### src/rtl/prune_pkg.sv
package prune_pkg;
    typedef enum logic [1:0] {
        K_NONE   = 2'b00,
        K_READ   = 2'b01,
        K_INVAL  = 2'b10,
        K_UPDATE = 2'b11
    } kind_e;
endpackage

### src/rtl/prune_match.sv
module prune_match #(
    parameter int N_ENTRY = 4,
    parameter int ADDR_W  = 16,
    localparam int IDX_W  = $clog2(N_ENTRY)
) (
    input  logic [N_ENTRY-1:0]             vld,
    input  logic [N_ENTRY-1:0][ADDR_W-1:0] tag,
    input  logic [ADDR_W-1:0]              addr,
    output logic [N_ENTRY-1:0]             hit_vec,
    output logic                           hit_any,
    output logic [IDX_W-1:0]               hit_idx
);
    genvar g;
    generate
        for (g = 0; g < N_ENTRY; g++) begin : g_cmp
            assign hit_vec[g] = vld[g] && (tag[g] == addr);
        end
    endgenerate

    assign hit_any = |hit_vec;

    always_comb begin
        hit_idx = '0;
        for (int e = 0; e < N_ENTRY; e++)
            if (hit_vec[e]) hit_idx = IDX_W'(e);
    end
endmodule

### src/rtl/prune_victim.sv
module prune_victim #(
    parameter int N_ENTRY = 4,
    localparam int IDX_W  = $clog2(N_ENTRY)
) (
    input  logic [N_ENTRY-1:0]            vld,
    input  logic [N_ENTRY-1:0][IDX_W-1:0] age,
    output logic [IDX_W-1:0]              vic_idx
);
    logic found_free;

    always_comb begin
        vic_idx    = '0;
        found_free = 1'b0;
        // oldest entry by rank (used only when no slot is free)
        for (int e = 0; e < N_ENTRY; e++)
            if (age[e] == IDX_W'(N_ENTRY - 1)) vic_idx = IDX_W'(e);
        // lowest free slot wins over any eviction
        for (int e = N_ENTRY - 1; e >= 0; e--)
            if (!vld[e]) begin
                vic_idx    = IDX_W'(e);
                found_free = 1'b1;
            end
    end
endmodule

### src/rtl/prune_cache.sv
module prune_cache
    import prune_pkg::*;
#(
    parameter int N_ENTRY = 4,
    parameter int N_PORT  = 4,
    parameter int ADDR_W  = 16,
    localparam int IDX_W  = $clog2(N_ENTRY),
    localparam int PORT_W = $clog2(N_PORT)
) (
    input  logic              clk,
    input  logic              rst_n,
    input  logic              proto_upd,
    input  logic              hdr_valid,
    input  logic [1:0]        hdr_kind,
    input  logic [ADDR_W-1:0] hdr_addr,
    input  logic [PORT_W-1:0] hdr_port,
    input  logic [N_PORT-1:0] hdr_map,
    input  logic              hdr_nofill,
    output logic              mc_valid,
    output logic              mc_hit,
    output logic [N_PORT-1:0] mc_mask,
    output logic              evict_valid,
    output logic [ADDR_W-1:0] evict_addr
);
    typedef struct packed {
        logic [N_ENTRY-1:0]             vld;
        logic [N_ENTRY-1:0][ADDR_W-1:0] tag;
        logic [N_ENTRY-1:0][N_PORT-1:0] map;
        logic [N_ENTRY-1:0][IDX_W-1:0]  age;
        logic                           mc_v;
        logic                           mc_h;
        logic [N_PORT-1:0]              mc_m;
        logic                           ev_v;
        logic [ADDR_W-1:0]              ev_a;
    } st_t;

    st_t st_q, st_d;

    logic [N_ENTRY-1:0] hit_vec;
    logic               hit_any;
    logic [IDX_W-1:0]   hit_idx;
    logic [IDX_W-1:0]   vic_idx;

    prune_match #(.N_ENTRY(N_ENTRY), .ADDR_W(ADDR_W)) u_match (
        .vld(st_q.vld), .tag(st_q.tag), .addr(hdr_addr),
        .hit_vec(hit_vec), .hit_any(hit_any), .hit_idx(hit_idx)
    );

    prune_victim #(.N_ENTRY(N_ENTRY)) u_victim (
        .vld(st_q.vld), .age(st_q.age), .vic_idx(vic_idx)
    );

    kind_e             kind;
    logic [N_PORT-1:0] port_bit;
    logic              touch_en;
    logic [IDX_W-1:0]  touch_idx;

    assign kind     = kind_e'(hdr_kind);
    assign port_bit = N_PORT'(1) << hdr_port;

    always_comb begin
        st_d      = st_q;
        st_d.mc_v = 1'b0;
        st_d.mc_h = 1'b0;
        st_d.mc_m = '0;
        st_d.ev_v = 1'b0;
        st_d.ev_a = '0;
        touch_en  = 1'b0;
        touch_idx = '0;

        if (hdr_valid) begin
            case (kind)
                K_READ: begin
                    if (hit_any) begin
                        st_d.map[hit_idx] = st_q.map[hit_idx] | port_bit;
                        touch_en  = proto_upd;
                        touch_idx = hit_idx;
                    end else if (!hdr_nofill) begin
                        if (st_q.vld[vic_idx]) begin
                            st_d.ev_v = 1'b1;
                            st_d.ev_a = st_q.tag[vic_idx];
                        end
                        st_d.vld[vic_idx] = 1'b1;
                        st_d.tag[vic_idx] = hdr_addr;
                        st_d.map[vic_idx] = port_bit;
                        touch_en  = 1'b1;
                        touch_idx = vic_idx;
                    end
                end
                K_INVAL, K_UPDATE: begin
                    st_d.mc_v = 1'b1;
                    st_d.mc_h = hit_any;
                    st_d.mc_m = hit_any ? st_q.map[hit_idx] : hdr_map;
                    if (hit_any) begin
                        if (kind == K_INVAL) begin
                            st_d.vld[hit_idx] = 1'b0;
                        end else begin
                            touch_en  = proto_upd;
                            touch_idx = hit_idx;
                        end
                    end
                end
                default: ;
            endcase
        end

        // rank update: touched entry becomes youngest, younger ones age by one
        if (touch_en) begin
            for (int e = 0; e < N_ENTRY; e++) begin
                if (IDX_W'(e) == touch_idx)
                    st_d.age[e] = '0;
                else if (st_q.age[e] < st_q.age[touch_idx])
                    st_d.age[e] = st_q.age[e] + IDX_W'(1);
            end
        end
    end

    always_ff @(posedge clk) begin
        if (!rst_n) begin
            st_q <= '0;
            for (int e = 0; e < N_ENTRY; e++)
                st_q.age[e] <= IDX_W'(e);
        end else begin
            st_q <= st_d;
        end
    end

    assign mc_valid    = st_q.mc_v;
    assign mc_hit      = st_q.mc_h;
    assign mc_mask     = st_q.mc_m;
    assign evict_valid = st_q.ev_v;
    assign evict_addr  = st_q.ev_a;
endmodule

### config.mk
export PLATFORM = sky130hd
export DESIGN_NAME = prune_cache
export DESIGN_NICKNAME = d
export VERILOG_FILES = /design/src/rtl/prune_pkg.sv /design/src/rtl/prune_match.sv /design/src/rtl/prune_victim.sv /design/src/rtl/prune_cache.sv
export SDC_FILE = /design/constraint.sdc
export NUM_CORES = 1
export LEC_CHECK = 0
export ABC_CLOCK_PERIOD_IN_PS = 9240
export CORE_MARGIN = 2
export CORE_UTILIZATION = 40
export DETAILED_ROUTE_END_ITERATION = 10
export MAX_ROUTING_LAYER = met4
export PLACE_DENSITY = 0.62
export SLEW_MARGIN = 5
export SYNTH_ARGS = -nofsm -noshare
export SYNTH_HDL_FRONTEND = slang
export SYNTH_SLANG_ARGS = --single-unit
### constraint.sdc
create_clock -name clk -period 9.24 [get_ports clk]
set_input_delay 1.848 -clock clk [delete_from_list [all_inputs] [get_ports clk]]
set_output_delay 1.848 -clock clk [all_outputs]
set_load 0.02 [all_outputs]
==> out/results.ini, run 1 <==
[synthesis]
synth.area.top_cells=sky130_fd_sc_hd__dfxtp_1 33%, sky130_fd_sc_hd__mux2i_1 12%, sky130_fd_sc_hd__xnor2_1 5.7%
synth_area_per_cell_um2=8.72
synth.area.mux_share_pct=12.1
synth_compound_gate_area_share_pct=17.0
synth_simple_gate_area_share_pct=20.4
synth.top_cell.area_share_pct=32.7
synth_top_family_by_area=simple AND/OR/NAND/NOR gates
postSynth.topFlopCell=sky130_fd_sc_hd__dfxtp_1
post_synth_num_cell_types=77
synthesis.instances=808
synth_adder_area_share_pct=1.53
syn_area_mm2=0.00705
edff_count_synth=0
postSynthNetCount=844
netlist.top_cell.by_area=sky130_fd_sc_hd__dfxtp_1
yosys.area_share.xor_xnor_pct=8.99
yosysWarningCount=0
yosysSeqAreaShare_pct=32.7
async_flop_share_pct=0
synth-seq-cells=115

[place]
number_of_buffers_added_on_ports=51
dp_hpwl_mm=14.2
gp_congestion=0.920
placement.setup.worst_slack_ps=3300
detailed_place.area_mm2=0.00748

[clock_tree]
clock_tree.root_cell=sky130_fd_sc_hd__clkbuf_16
post_cts_setup_buffers=0
worst_setup_hold_path_clk_slew_ps=50
cts.sink_count=115
worstSkewPairLatency_ps=430
number_of_buffers_inserted_during_clock_tree_synthesis=17
post_cts_resized=0
ctsLongestPathBuffers=2
h-tree-depth=4
tritoncts=yes
postCtsHoldBufs=0

[run_status]
status=finished clean

[layout]
final_common_cell=sky130_fd_sc_hd__dfxtp_1
flow.area_growth_from_synthesis_pct=14.0
antenna-diode-count=0
share_of_cells_above_drive_strength_1_pct=7.57
most-common-layout-cells=115 x sky130_fd_sc_hd__dfxtp_1, 105 x sky130_fd_sc_hd__nor2_1, 85 x sky130_fd_sc_hd__mux2i_1
final_design_area_no_fill_mm2=0.00803
finish.net_count=844

[global_route]
groute.layer.met2.usage_pct=33.8
grt_first_pass_wirelength_mm=31.4
grt_overflow_total=0
grt.met1_usage_pct=30.4
grt_antenna_before_repair=0
via_count_of_the_first_global_routing_pass=5618
groute.layer.met3.usage_pct=5.22
grt_most_used_layer=met2
global_route.usage.total_pct=22.9
grt_start_max_net_pins=85

[worst_setup_path]
worst_setup_path_start_kind=input pin
crit_type=in2reg
timing.critical_path.to_type=register
crit_arrival_ps=5850
critPathRequiredTime_ps=9510
crit_fanout=16

[timing]
rsz_0062_raised_after_global_routing=false
finalHoldViolations=0
finalHoldWorstSlack_ps=469
setup_ws_ps=3660
worst_clock_skew_ps=8.50
timing.final.crit_period_ps=5580
fmax_mhz=179
finalSetupViolations=0
final_min_period_over_clock_period_pct=60.4
max-slew-margin-rel_pct=13.1
timing.setup.tns_ps=0
tightest_pin_transition_ps=1300
timing.final.max_slew_violations=0

[die]
io_pins=52
fp.dieW_um=137
row_count=48
die-area_mm2=0.0187
coreArea_mm2=0.0172
die_outline_height_um=137
initial_core_util_pct=40.9

[route]
drt_pass_1_iters=5
ant_nets=0
detail_route.wl_per_cell_um=19.3
drt-total-wl_mm=20.2
num_vias=6036
drt_drc_violations_left=0
detail_route.vias_per_cell=5.78
initialDrtViolationCount=671

[pwr]
max-vdd-ir-drop_v=0.000126
p_leak_nw=3.21
power-per-cell-area_mw_per_mm2=152

[worst_hold_path]
min-delay-path-class=reg2reg

[flow_run]
max_cap_viol_count=0

==> Yosys cell counts, types with 10 or more instances <==
master	count
sky130_fd_sc_hd__dfxtp_1	115
sky130_fd_sc_hd__nor2_1	105
sky130_fd_sc_hd__mux2i_1	85
sky130_fd_sc_hd__xnor2_1	46
sky130_fd_sc_hd__a211oi_1	41
sky130_fd_sc_hd__nor3_1	29
sky130_fd_sc_hd__nand2_1	28
sky130_fd_sc_hd__clkbuf_1	26
sky130_fd_sc_hd__buf_4	23
sky130_fd_sc_hd__inv_1	21
sky130_fd_sc_hd__nor2b_1	21
sky130_fd_sc_hd__a21oi_1	20
sky130_fd_sc_hd__nand3_1	19
sky130_fd_sc_hd__nand4_1	18
sky130_fd_sc_hd__buf_2	17
sky130_fd_sc_hd__xor2_1	17
sky130_fd_sc_hd__or3_1	13
sky130_fd_sc_hd__o21ai_0	11
sky130_fd_sc_hd__a31oi_1	10
==> report_power, final <==
part           leakage (nW)  total (mW)  switching [mW]  internal (mW)
combinational          2.02      0.0947          0.0588         0.0359
sequential            0.927       0.502         0.00249          0.499
clock                 0.271       0.621           0.236          0.386
==> per-layer routing <==
layer,vias to the layer above,wire [um]
li1,2901,-
met1,2912,9520
met2,191,9080
met3,32,1110
met4,0,454
met5,-,0
==> path summary, 6_finish.rpt <==
kind	cells past startpoint	start	slack, ps	end
setup / recovery	10	hdr_addr[5]	3660	st_q[95]
hold / removal	2	st_q[43]	470	st_q[43]
setup reg to reg	11	st_q[29]	5440	st_q[30]
hold reg to reg	2	st_q[43]	470	st_q[43]
==> critical path, stage by stage <==
cell and delay, ps:
sky130_fd_sc_hd__clkdlybuf4s50_1 670, sky130_fd_sc_hd__xor2_1 270, sky130_fd_sc_hd__or4b_1 590, sky130_fd_sc_hd__nor4_2 290, sky130_fd_sc_hd__a32oi_2 270, sky130_fd_sc_hd__nand3_1 310
sky130_fd_sc_hd__or2_1 240, sky130_fd_sc_hd__nand2b_1 1010, sky130_fd_sc_hd__mux2i_1 280, sky130_fd_sc_hd__nor2_1 60
==> metrics by stage <==
stage          cells  power (mW)  util, %
2_1_floorplan    808       0.576        -
3_3_place_gp    1014       0.606     43.4
3_5_place_dp    1014       0.606     43.4
4_1_cts         1044        1.22     46.6
5_1_grt         1044        1.26     46.6
6_report        1044        1.22     46.6
==> layout make-up <==
| cell class | count | area [um^2] |
|---|---|---|
| Clock buffer | 21 | 470 |
| Multi-Input combinational cell | 597 | 4270 |
| Inverter | 21 | 78.8 |
| Timing Repair Buffer | 56 | 548 |
| Clock inverter | 9 | 82.6 |
| Fill cell | 1685 | 9210 |
| Tap cell | 225 | 282 |
| Sequential cell | 115 | 2300 |
==> sequential cells by signal, summed over array words and instances, names as in the netlist <==
| signal | flops |
|---|---|
| mc_mask | 4 |
| evict_addr | 16 |
| st_q | 92 |
| mc_valid | 1 |
| mc_hit | 1 |
| evict_valid | 1 |
==> kinds of logic after synthesis <==
group                    count (synthesis)
AND/OR/NAND/NOR                        282
AO/OA/AOI/OAI                          153
adder cells (fa/ha/maj)                  9
buffers and inverters                   96
flip-flops                             115
XOR/XNOR                                68
multiplexers                            85
(Power assumes the default switching activity.)
==> run 2, diff against run 1 <==
--- a/config.mk
+++ b/config.mk
@@ -5,12 +5,12 @@
 export SDC_FILE = /design/constraint.sdc
 export NUM_CORES = 1
 export LEC_CHECK = 0
-export ABC_CLOCK_PERIOD_IN_PS = 9240
+export ABC_CLOCK_PERIOD_IN_PS = 5100
 export CORE_MARGIN = 2
 export CORE_UTILIZATION = 40
 export DETAILED_ROUTE_END_ITERATION = 10
 export MAX_ROUTING_LAYER = met4
-export PLACE_DENSITY = 0.62
+export PLACE_DENSITY = 0.64
 export SLEW_MARGIN = 5
 export SYNTH_ARGS = -nofsm -noshare
 export SYNTH_HDL_FRONTEND = slang
==> constraint.sdc (replaced) <==
create_clock -name clk -period 5.1 [get_ports clk]
set_input_delay 1.02 -clock clk [delete_from_list [all_inputs] [get_ports clk]]
set_output_delay 1.02 -clock clk [all_outputs]
set_load 0.02 [all_outputs]
==> out/results.ini, run 2 (synthesized netlist as in run 1, its figures left out) <==
[worst_setup_path]
timing.critical_path.depth=10
worst_path_largest_cell_delay_ps=640
timing.critical_path.buf_inv=1
endpoint_of_the_lowest_slack_register_to_register_path=st_q[23]
reg2reg_slack_ps=1390
critPathSlowestCell=sky130_fd_sc_hd__a2111oi_1
crit_arrival_ps=4750
timing.critical_path.to_type=register
critPathRequiredTime_ps=5420
worst_setup_path_start_kind=input pin
timing.critical_path.max_delay_family=compound AO/OA/AOI/OAI gates
crit_path_cell_trace=clkdlybuf4s50_1, xnor2_1, nand4_1, nor4b_2, a22oi_1, a2111oi_1, a211oi_2, or2_1, a221o_1, a22o_1
critical_path_end=st_q[23]
crit_fanout=10
reg2reg_from=st_q[29]
reg2regPathDepth=11
crit_type=in2reg
crit_path_start=hdr_addr[15]

[layout]
final_design_area_no_fill_mm2=0.00818
number_of_flip_flops_under_the_largest_register_name=92
final_cells=1063
share_of_cells_above_drive_strength_1_pct=9.79
top_register=st_q
antenna-diode-count=0
fillers=1625
finish.net_count=861
final_common_cell=sky130_fd_sc_hd__dfxtp_1
most-common-layout-cells=115 x sky130_fd_sc_hd__dfxtp_1, 105 x sky130_fd_sc_hd__nor2_1, 85 x sky130_fd_sc_hd__mux2i_1
flow.area_growth_from_synthesis_pct=16.1

[run_status]
status=finished clean

[place]
number_of_buffers_added_on_ports=51
dp_hpwl_mm=14.8
numPlacedInstances=1031
gp_congestion=0.970
detailed_place.area_mm2=0.00761

[clock_tree]
number_of_buffers_inserted_during_clock_tree_synthesis=17
cts.sink_count=115
tritoncts=yes
ctsLongestPathBuffers=2
worstSkewPairLatency_ps=430
worst_setup_hold_path_clk_slew_ps=60
clock_tree.root_cell=sky130_fd_sc_hd__clkbuf_16
postCtsHoldBufs=0
post_cts_setup_buffers=0
post_cts_resized=0
h-tree-depth=4

[die]
die-area_mm2=0.0187
row_count=48
die_outline_height_um=137
io_pins=52
initial_core_util_pct=40.9
coreArea_mm2=0.0172
fp.dieW_um=137

[timing]
fmax_mhz=225
timing.final.max_slew_violations=0
max-slew-margin-rel_pct=49.5
finalSetupViolations=0
finalHoldViolations=0
rsz_0062_raised_after_global_routing=false
worst_clock_skew_ps=7.04
timing.final.crit_period_ps=4430
tightest_pin_transition_ps=757
final_min_period_over_clock_period_pct=87.0
timing.setup.tns_ps=0

[global_route]
grt_start_max_net_pins=50
grt_overflow_total=0
grt_antenna_before_repair=0
global_route.usage.total_pct=23.2
via_count_of_the_first_global_routing_pass=5759
grt_first_pass_wirelength_mm=32.1

[pwr]
p_leak_nw=3.31
power-per-cell-area_mw_per_mm2=275
max-vdd-ir-drop_v=0.000227

[route]
initialDrtViolationCount=505
num_vias=6127
drt_pass_1_iters=5
drt_drc_violations_left=0
detail_route.vias_per_cell=5.76
detail_route.wl_per_cell_um=19.2
drt-total-wl_mm=20.5
ant_nets=0

[worst_hold_path]
holdPathStages=2
min-delay-path-class=reg2reg

[flow_run]
max_cap_viol_count=0

==> run 2: changes by cell type in the layout (fill, tap and decap cells not counted) <==
cell	delta
sky130_fd_sc_hd__clkbuf_8	-3
sky130_fd_sc_hd__a21oi_2	+1
sky130_fd_sc_hd__buf_4	+16
sky130_fd_sc_hd__a21oi_4	-1
sky130_fd_sc_hd__buf_12	+1
sky130_fd_sc_hd__inv_8	+1
sky130_fd_sc_hd__clkbuf_1	-1
sky130_fd_sc_hd__inv_6	+7
sky130_fd_sc_hd__clkinv_2	-2
==> run 2: worst min-delay path by stage <==
stage	from	to	slack, ps
finish	st_q[44]	st_q[44]	470
CTS	st_q[44]	st_q[44]	470
global placement	st_q[44]	st_q[44]	450
detailed placement	st_q[44]	st_q[44]	460
floorplan	st_q[43]	st_q[43]	430
global route	st_q[45]	st_q[45]	490
==> run 2: worst min-delay path, cell delays in order (launching register included) <==
cell and delay [ps]:
sky130_fd_sc_hd__dfxtp_1 320, sky130_fd_sc_hd__nand2_1 60, sky130_fd_sc_hd__a21oi_1 50
==> run 2: final cells by class <==
cell class	count	area, um^2	share of cell area (%)
Timing Repair Buffer	73	688	8.41
Clock buffer	17	425	5.20
Sequential cell	115	2300	28.1
Clock inverter	15	145	1.77
Inverter	21	78.8	0.964
Tap cell	225	282	3.44
Multi-Input combinational cell	597	4260	52.1
==> run 2: routing by layer <==
layer | track usage, % | vias to the layer above | wire [um]
met4 | 8.68 | 0 | 500
li1 | - | 2943 | -
met2 | 35.3 | 197 | 9200
met1 | 30.9 | 2947 | 9840
met3 | 3.89 | 40 | 913
met5 | - | - | 0
==> run 2: per-stage QoR <==
stage | hold WS, ps | utilization [%] | worst slack (ps) | total power [mW]
final | 469 | 47.5 | 665 | 2.25
after floorplan | 433 | - | 1410 | 1.04
after detailed placement | 464 | 44.1 | 230 | 1.10
after global placement | 450 | 44.1 | 259 | 1.10
after CTS | 473 | 47.5 | 668 | 2.26
after global routing | 491 | 47.5 | 459 | 2.32
==> run 2: power breakdown <==
part	internal [mW]	switching [mW]	total (mW)
Clock	0.682	0.485	1.17
Combinational	0.0673	0.107	0.174
Sequential	0.904	0.00474	0.909
Total	1.65	0.596	2.25
